$ cat src/rtl/gpio4_pkg.sv
package gpio4_pkg;

    // Which register the current bus address selects.
    typedef enum logic [1:0] {
        SEL_NONE = 2'd0,
        SEL_DATA = 2'd1,
        SEL_DIR  = 2'd2
    } reg_sel_e;

endpackage

$ cat src/rtl/gpio4_sync.sv
module gpio4_sync #(
    parameter int NP = 4
) (
    input  logic          clk,
    input  logic          rst_n,
    input  logic [NP-1:0] async_in,
    output logic [NP-1:0] sync_out
);

    typedef struct packed {
        logic [NP-1:0] stage1;
        logic [NP-1:0] stage2;
    } sync_state_t;

    sync_state_t st_d, st_q;

    always_comb begin
        st_d        = st_q;
        st_d.stage1 = async_in;
        st_d.stage2 = st_q.stage1;
    end

    always_ff @(posedge clk or negedge rst_n) begin
        if (!rst_n) begin
            st_q <= '0;
        end else begin
            st_q <= st_d;
        end
    end

    assign sync_out = st_q.stage2;

endmodule

$ cat src/rtl/gpio4_regs.sv
module gpio4_regs
    import gpio4_pkg::*;
#(
    parameter int NP = 4
) (
    input  logic          clk,
    input  logic          rst_n,
    input  logic          wr_en,
    input  reg_sel_e      sel,
    input  logic [NP-1:0] wr_bits,
    output logic [NP-1:0] data_q,
    output logic [NP-1:0] dir_q
);

    typedef struct packed {
        logic [NP-1:0] data;
        logic [NP-1:0] dir;
    } reg_state_t;

    reg_state_t rs_d, rs_q;

    always_comb begin
        rs_d = rs_q;
        if (wr_en) begin
            unique case (sel)
                SEL_DATA: rs_d.data = wr_bits;
                SEL_DIR:  rs_d.dir  = wr_bits;
                default:  ;
            endcase
        end
    end

    always_ff @(posedge clk or negedge rst_n) begin
        if (!rst_n) begin
            rs_q <= '0;
        end else begin
            rs_q <= rs_d;
        end
    end

    assign data_q = rs_q.data;
    assign dir_q  = rs_q.dir;

    // a data write lands on the next edge
    a_r2_data_write: assert property (@(posedge clk) disable iff (!rst_n)
        (wr_en && sel == SEL_DATA) |=> data_q == $past(wr_bits));

    // a direction write lands on the next edge
    a_r3_dir_write: assert property (@(posedge clk) disable iff (!rst_n)
        (wr_en && sel == SEL_DIR) |=> dir_q == $past(wr_bits));

    // without a data write the data bits hold
    a_r7_data_hold: assert property (@(posedge clk) disable iff (!rst_n)
        !(wr_en && sel == SEL_DATA) |=> $stable(data_q));

    // without a direction write the direction bits hold
    a_r7_dir_hold: assert property (@(posedge clk) disable iff (!rst_n)
        !(wr_en && sel == SEL_DIR) |=> $stable(dir_q));

endmodule

$ cat src/rtl/gpio4_rdmux.sv
module gpio4_rdmux
    import gpio4_pkg::*;
#(
    parameter int NP = 4,
    parameter int DW = 8
) (
    input  logic          clk,
    input  logic          rst_n,
    input  logic          rd_en,
    input  reg_sel_e      sel,
    input  logic [NP-1:0] data_q,
    input  logic [NP-1:0] dir_q,
    input  logic [NP-1:0] pins_sync,
    output logic [DW-1:0] rdata
);

    logic [DW-1:0] port_view;

    // Per-bit choice between stored data and the synchronized pin level.
    for (genvar i = 0; i < DW; i++) begin : g_bit
        if (i < NP) begin : g_impl
            assign port_view[i] = dir_q[i] ? data_q[i] : pins_sync[i];
        end else begin : g_pad
            assign port_view[i] = 1'b1;
        end
    end

    always_comb begin
        rdata = '0;
        if (rd_en) begin
            unique case (sel)
                SEL_DATA: rdata = port_view;
                SEL_DIR:  rdata = '1;
                default:  rdata = '0;
            endcase
        end
    end

    // the direction address reads as all ones
    a_r6_dir_reads_ones: assert property (@(posedge clk) disable iff (!rst_n)
        (rd_en && sel == SEL_DIR) |-> rdata == {DW{1'b1}});

    // an unmapped address reads as zero
    a_r7_other_zero: assert property (@(posedge clk) disable iff (!rst_n)
        (rd_en && sel == SEL_NONE) |-> rdata == '0);

    // the bus is quiet with no read strobe
    a_r10_idle_zero: assert property (@(posedge clk) disable iff (!rst_n)
        !rd_en |-> rdata == '0);

endmodule

$ cat src/rtl/gpio4_port.sv
module gpio4_port
    import gpio4_pkg::*;
#(
    parameter int          NP        = 4,
    parameter int          DW        = 8,
    parameter int          AW        = 16,
    parameter logic [AW-1:0] DATA_ADDR = 16'hFFDD,
    parameter logic [AW-1:0] DIR_ADDR  = 16'hFFED
) (
    input  logic          clk,
    input  logic          rst_n,
    input  logic [AW-1:0] bus_addr,
    input  logic [DW-1:0] bus_wdata,
    input  logic          bus_we,
    input  logic          bus_re,
    output logic [DW-1:0] bus_rdata,
    input  logic [NP-1:0] gp_sel,
    input  logic [NP-1:0] pin_in,
    output logic [NP-1:0] pin_out,
    output logic [NP-1:0] pin_oe
);

    localparam int UPPER = DW - NP;

    reg_sel_e      sel;
    logic [NP-1:0] data_q;
    logic [NP-1:0] dir_q;
    logic [NP-1:0] pins_sync;
    logic          unused_upper;

    assign unused_upper = &{1'b0, bus_wdata[DW-1:NP]};

    always_comb begin
        if (bus_addr == DATA_ADDR) begin
            sel = SEL_DATA;
        end else if (bus_addr == DIR_ADDR) begin
            sel = SEL_DIR;
        end else begin
            sel = SEL_NONE;
        end
    end

    gpio4_sync #(.NP(NP)) u_sync (
        .clk      (clk),
        .rst_n    (rst_n),
        .async_in (pin_in),
        .sync_out (pins_sync)
    );

    gpio4_regs #(.NP(NP)) u_regs (
        .clk     (clk),
        .rst_n   (rst_n),
        .wr_en   (bus_we),
        .sel     (sel),
        .wr_bits (bus_wdata[NP-1:0]),
        .data_q  (data_q),
        .dir_q   (dir_q)
    );

    gpio4_rdmux #(.NP(NP), .DW(DW)) u_rdmux (
        .clk       (clk),
        .rst_n     (rst_n),
        .rd_en     (bus_re),
        .sel       (sel),
        .data_q    (data_q),
        .dir_q     (dir_q),
        .pins_sync (pins_sync),
        .rdata     (bus_rdata)
    );

    assign pin_out = data_q;
    assign pin_oe  = dir_q & gp_sel;

    // no enable on a pin that is not general-purpose
    a_r8_oe_gated: assert property (@(posedge clk) disable iff (!rst_n)
        (pin_oe & ~gp_sel) == '0);

    // output bits read back what the pins drive
    a_r4_output_readback: assert property (@(posedge clk) disable iff (!rst_n)
        (bus_re && sel == SEL_DATA) |-> ((bus_rdata[NP-1:0] ^ pin_out) & dir_q) == '0);

    // unimplemented bits read as ones
    a_r4_upper_ones: assert property (@(posedge clk) disable iff (!rst_n)
        (bus_re && sel == SEL_DATA) |-> bus_rdata[DW-1:NP] == {UPPER{1'b1}});

endmodule

$ cat config.mk
export PLATFORM = sky130hd
export DESIGN_NAME = gpio4_port
export DESIGN_NICKNAME = d
export VERILOG_FILES = /design/src/rtl/gpio4_pkg.sv /design/src/rtl/gpio4_sync.sv /design/src/rtl/gpio4_regs.sv /design/src/rtl/gpio4_rdmux.sv /design/src/rtl/gpio4_port.sv
export SDC_FILE = /design/constraint.sdc
export NUM_CORES = 1
export LEC_CHECK = 0
export BUFFER_PORTS_ARGS = -buffer_cell sky130_fd_sc_hd__buf_4
export CAP_MARGIN = 20
export CORE_AREA = 2 2 46 48
export DETAILED_ROUTE_END_ITERATION = 10
export DIE_AREA = 0 0 48 50
export PLACE_DENSITY_LB_ADDON = 0.05
export SETUP_SLACK_MARGIN = 0.02
export SLEW_MARGIN = 20
export SYNTH_ARGS = -nofsm -noshare
export SYNTH_HDL_FRONTEND = slang
export SYNTH_SLANG_ARGS = --single-unit
$ cat constraint.sdc
create_clock -name clk -period 1.7 [get_ports clk]
set_input_delay 0.34 -clock clk [delete_from_list [all_inputs] [get_ports clk]]
set_output_delay 0.34 -clock clk [all_outputs]
set_load 0.01 [all_outputs]
* Yosys cells after proc, flatten, opt, wreduce, memory -nomap -nowiden *
Index checks and enable logic that the tools add are counted.

cells by class
  multiplexer cells = 8
  multiply operators = 0
  bitwise operators = 1
  equal/unequal tests = 4
  divide/modulo/power cells = 0
  shift-type cells = 0
  order comparisons = 0
  add/sub/neg operators = 0
  reductions and logical operators = 2

operators with widths
  cell                  count
  $eq 16x16->1 const B  2
  $pmux 8 s2            1
  $mux 8                1
  $and 4x4->4           1
  $mux 1                4
  $mux 2                2
  $reduce_and 2->1      2
  $eq 2x1->1 const B    1
  $eq 2x2->1 const B    1

storage, ports and cells
  memories kept = 0
  latch bits = 0
  bits in read-only memories = 0
  logic and storage cells = 19
  RAM bits = 0
  register bits = 16

* Logic depth before layout (Yosys ltp) *
  depth after elaboration = 6
  mapped depth = 5
  depth with buffers taken out = 4

* Hierarchy *
A second synthesis with hierarchy kept.

unflattened totals
  cells, all modules = 55
  area, all modules = 730.7 µm²

modules (own cells, without submodules)
  module       sequential area each (µm²)  instances  cells each  area an instance (µm²)
  gpio4_regs   200.2                       1          18          305.3
  gpio4_sync   200.2                       1          8           200.2
  gpio4_rdmux  0.0                         1          18          148.9
  gpio4_port   0.0                         1          11          76.3

* Worst setup path after synthesis *
No wires, ideal clock.

  path type = input to output
  start point = input bus_addr[11]
  end point = output bus_rdata[5]
  setup slack = 9 ps
  cell stages on the path = 5
  required time = 1360 ps
  arrival = 1351 ps
  cell sequence = nand4_1 nor4_4 o211ai_1 inv_1 buf_4

between the ends
  longest elaborated chain between the ends = 6

ends and longest elaborated chain
  element                                          RTL line           RTL
  start: declaration                               gpio4_port.sv:12   input logic [AW-1:0] bus_addr,
  $eq 16x16->1                                     gpio4_port.sv:36   end else if (bus_addr == DIR_ADDR) begin
  $mux 2                                           gpio4_port.sv:36
  $mux 2 (*)                                       gpio4_port.sv:34   if (bus_addr == DATA_ADDR) begin
  $eq 2x2->1 / $eq 2x1->1 (equally long branches)  gpio4_rdmux.sv:31  unique case (sel)
  $pmux 8 s2 (*)                                   gpio4_rdmux.sv:31
  $mux 8 (*)                                       gpio4_rdmux.sv:30  if (rd_en) begin
  end: declaration                                 gpio4_port.sv:16   output logic [DW-1:0] bus_rdata,

Mark *: on every way between the ends. The rest lies on a longest branch, timed or not.

* Final worst setup path *
  start point = input bus_addr[1]
  end point = output bus_rdata[1]

The elaborated chain is that of the path after synthesis.

==> run_results.csv <==
group,metric,value,unit
run_status,status,"finished with violations",
run_status,failed_checks,"setup timing",
synth,synth_area,702,um2
detailed_routing,ant_nets,0,
synth,syn_nets,87,
synth,synth_top_family_by_area,"multiplexers",
detailed_routing,wl_met2,810,um
synth,yosys.area_share.simple,0.168,
synth,synth_edf_count,0,
worst_setup_path,worst-setup-path-type,"primary input to output pin",
placed_design,io_buffers,47,
synth,synthFlopType,"dfrtp_1",
clock_tree,cts_buffer_depth,2,
floorplan,initial_utilization,0.369,
sta,period_share,1.03,
worst_setup_path,arrival,1420,ps
synth,ys_types,15,
worst_setup_path,cp-start-kind,"primary input",
sta,clock_skew,5.17,ps
sta,grt_setup_unrepaired,"true",
detailed_routing,drcViolationCount,0,
clock_tree,tritoncts,"done",
clock_tree,path_clk_slew,90,ps
detailed_routing,first_pass_iters,3,
detailed_routing,wl_met3,141,um
detailed_routing,avgViaCountPerCell,4.43,
clock_tree,cts_sinks,16,
synth,synth_compound_area_frac,0.0392,
sta,relSlewSlack,0.699,
synth,yosysWarnings,0,
global_routing,overflow,0,
finish,fillers,157,
synth,synth_xor_area_frac,0,
placed_design,gp_congestion,0.659,
sta,fin_ws,-55.4,ps
detailed_routing,routedWlPerCell,11.8,um
detailed_routing,wl_met1,564,um
pwr,power_density,607,nW/um2
synth,synthesis.instances,51,
floorplan,rows,16,
pwr,ir_drop,0.000523,V
worst_setup_path,required,1360,ps
synth,ys_async_sr_fraction,1.00,
floorplan,die_h,50,um
placed_design,dpl.hpwl,1.24,mm
floorplan,die_x,48,um
sta,maxSlewViolCount,0,
pwr,cellLeakagePower,0.611,nW
clock_tree,clock_latency,280,ps
sta,min_period,1760,ps
job,max-cap-violations,0,
min_path,hold_path_depth,1,
clock_tree,cts_max_level,1,
sta,max_freq,570,MHz
global_routing,antenna_found_initial,0,
detailed_routing,vias,572,
finish,drive_gt1_frac,0.588,
placed_design,dpl.cell_count,123,
sta,setup_viol,8,
global_routing,grt_pass1_wl,2.18,mm
clock_tree,cts_root_buf,"clkbuf_4",
finish,num_antenna_cells,0,
synth,muxShareOfSynthArea,0.185,
global_routing,grt_usage,0.128,
synth,ys_ff_latch,16,
pwr,power,712,uW
sta,finalSetupTns,-207,ps
worst_setup_path,reg2regPathDepth,1,
floorplan,num_io_pins,52,
sta,hold_viol,0,
synth,synth_seq_area_share,0.570,
finish,final_cells,129,
detailed_routing,drt-total-wl,1.52,mm
finish,area_delta_synth_final,67.2,%
worst_setup_path,worstSetupEndpointType,"output pin",
synth,synth_adder_area_share,0,
sta,worst_slew_pin_slew,450,ps
floorplan,coreArea,1900,um2
min_path,min_path_type,"primary input to flop",
synth,syn_avg_cell_area,13.8,um2
clock_tree,cts_buffers,3,
finish,nNetsFinal,139,
detailed_routing,top_layer,"met3",
global_routing,grt_max_degree,17,
floorplan,die_area,2400,um2
worst_setup_path,crit_fanout,5,
global_routing,first_global_vias,555,
detailed_routing,drt_first_iter_violations,6,
-- cell families (layout without fill, tap and decap cells) --
group | count (synthesis) | count (layout)
AO/OA/AOI/OAI | 5 | 5
buffers and inverters | 4 | 55
flip-flops | 16 | 16
multiplexers | 12 | 12
AND/OR/NAND/NOR | 14 | 14
-- state kept, by name, summed over array words and instances, names as in the netlist --
| register | flops |
|---|---|
| u_regs.data_q | 4 |
| u_regs.dir_q | 4 |
| u_sync.st_d | 4 |
| u_sync.sync_out | 4 |
-- placed cells by master (no fill, tap or decap) --
| cell | instances |
|---|---|
| inv_2 | 1 |
| mux2i_1 | 4 |
| a21oi_1 | 4 |
| o211ai_1 | 1 |
| nand4_1 | 2 |
| and2_1 | 4 |
| dfrtp_1 | 16 |
| mux2_1 | 8 |
| nand4_4 | 1 |
| and2_2 | 1 |
| buf_6 | 8 |
| nand2b_4 | 1 |
| nor4_4 | 1 |
| dlygate4sd3_1 | 1 |
| nor2b_1 | 2 |
| clkbuf_4 | 3 |
| nand3_2 | 2 |
| buf_4 | 41 |
| clkbuf_8 | 1 |
-- repair_timing --
item	CTS	global route
hold buffers	1	0
endpoints found under the setup margin	8	8
gates cloned	0	0
endpoints found under the hold margin	16	0
pin swaps	3	2
setup buffers	0	1
resized for setup	8	2
-- final cells by class --
type                            instances  area (um2)  area share
Sequential cell                        16         400       0.341
Clock buffer                            4        36.3      0.0309
Tap cell                               27        33.8      0.0288
Inverter                                1        3.75     0.00320
Multi-Input combinational cell         31         292       0.248
Timing Repair Buffer                   50         408       0.348
-- power by group --
group	switching [mW]	internal, mW	leakage (nW)	total [mW]
Combinational	0.0263	0.0560	0.384	0.0823
Sequential	0.00248	0.390	0.205	0.392
Clock	0.107	0.130	0.0210	0.237
-- cell usage after synthesis (2+ instances only) --
library cell,instances,area [um2]
dfrtp_1,16,400
mux2_1,8,90.1
a21oi_1,4,20.0
and2_1,4,25.0
mux2i_1,4,40.0
buf_4,3,22.5
nand3_2,2,20.0
nand4_1,2,12.5
nor2b_1,2,12.5
-- final timing paths --
check	startpoint	end	slack [ps]
max	bus_addr[1]	bus_rdata[1]	-60
min	pin_in[1]	u_sync.st_d[1]$_DFF_PN0_	160
max reg2reg	u_regs.dir_q[3]$_DFFE_PN0P_	u_regs.dir_q[3]$_DFFE_PN0P_	880
min reg2reg	u_sync.st_d[3]$_DFF_PN0_	u_sync.sync_out[3]$_DFF_PN0_	350
max in group asynchronous	rst_n	u_regs.data_q[2]$_DFFE_PN0P_	1080
min in group asynchronous	rst_n	u_sync.st_d[0]$_DFF_PN0_	440
-- worst max-delay path, cell delays in order --
cell and delay, ps:
buf_6 90, nand2b_4 130, nor4_4 270, o211ai_1 240, a21oi_1 200, buf_4 150
-- stage by stage --
stage / cell area [um2] / hold WS [ps] / util / setup WS, ps
final: 1170 / 163 / 0.617 / -55.4
after global routing: 1170 / 139 / 0.617 / -139
after CTS: 1160 / 152 / 0.609 / -70.4
after detailed placement: 1070 / 206 / 0.564 / -91.5
after global placement: 1070 / 205 / 0.564 / -125
after floorplan: 702 / 44.4 / - / 49.1
-- routing by layer --
metal,up-vias,global-route usage
met2,27,0.216
met4,0,0.0405
li1,281,-
met5,-,0
met3,0,0.0366
met1,264,0.151
No activity file was read; power rests on OpenSTA's default activity.
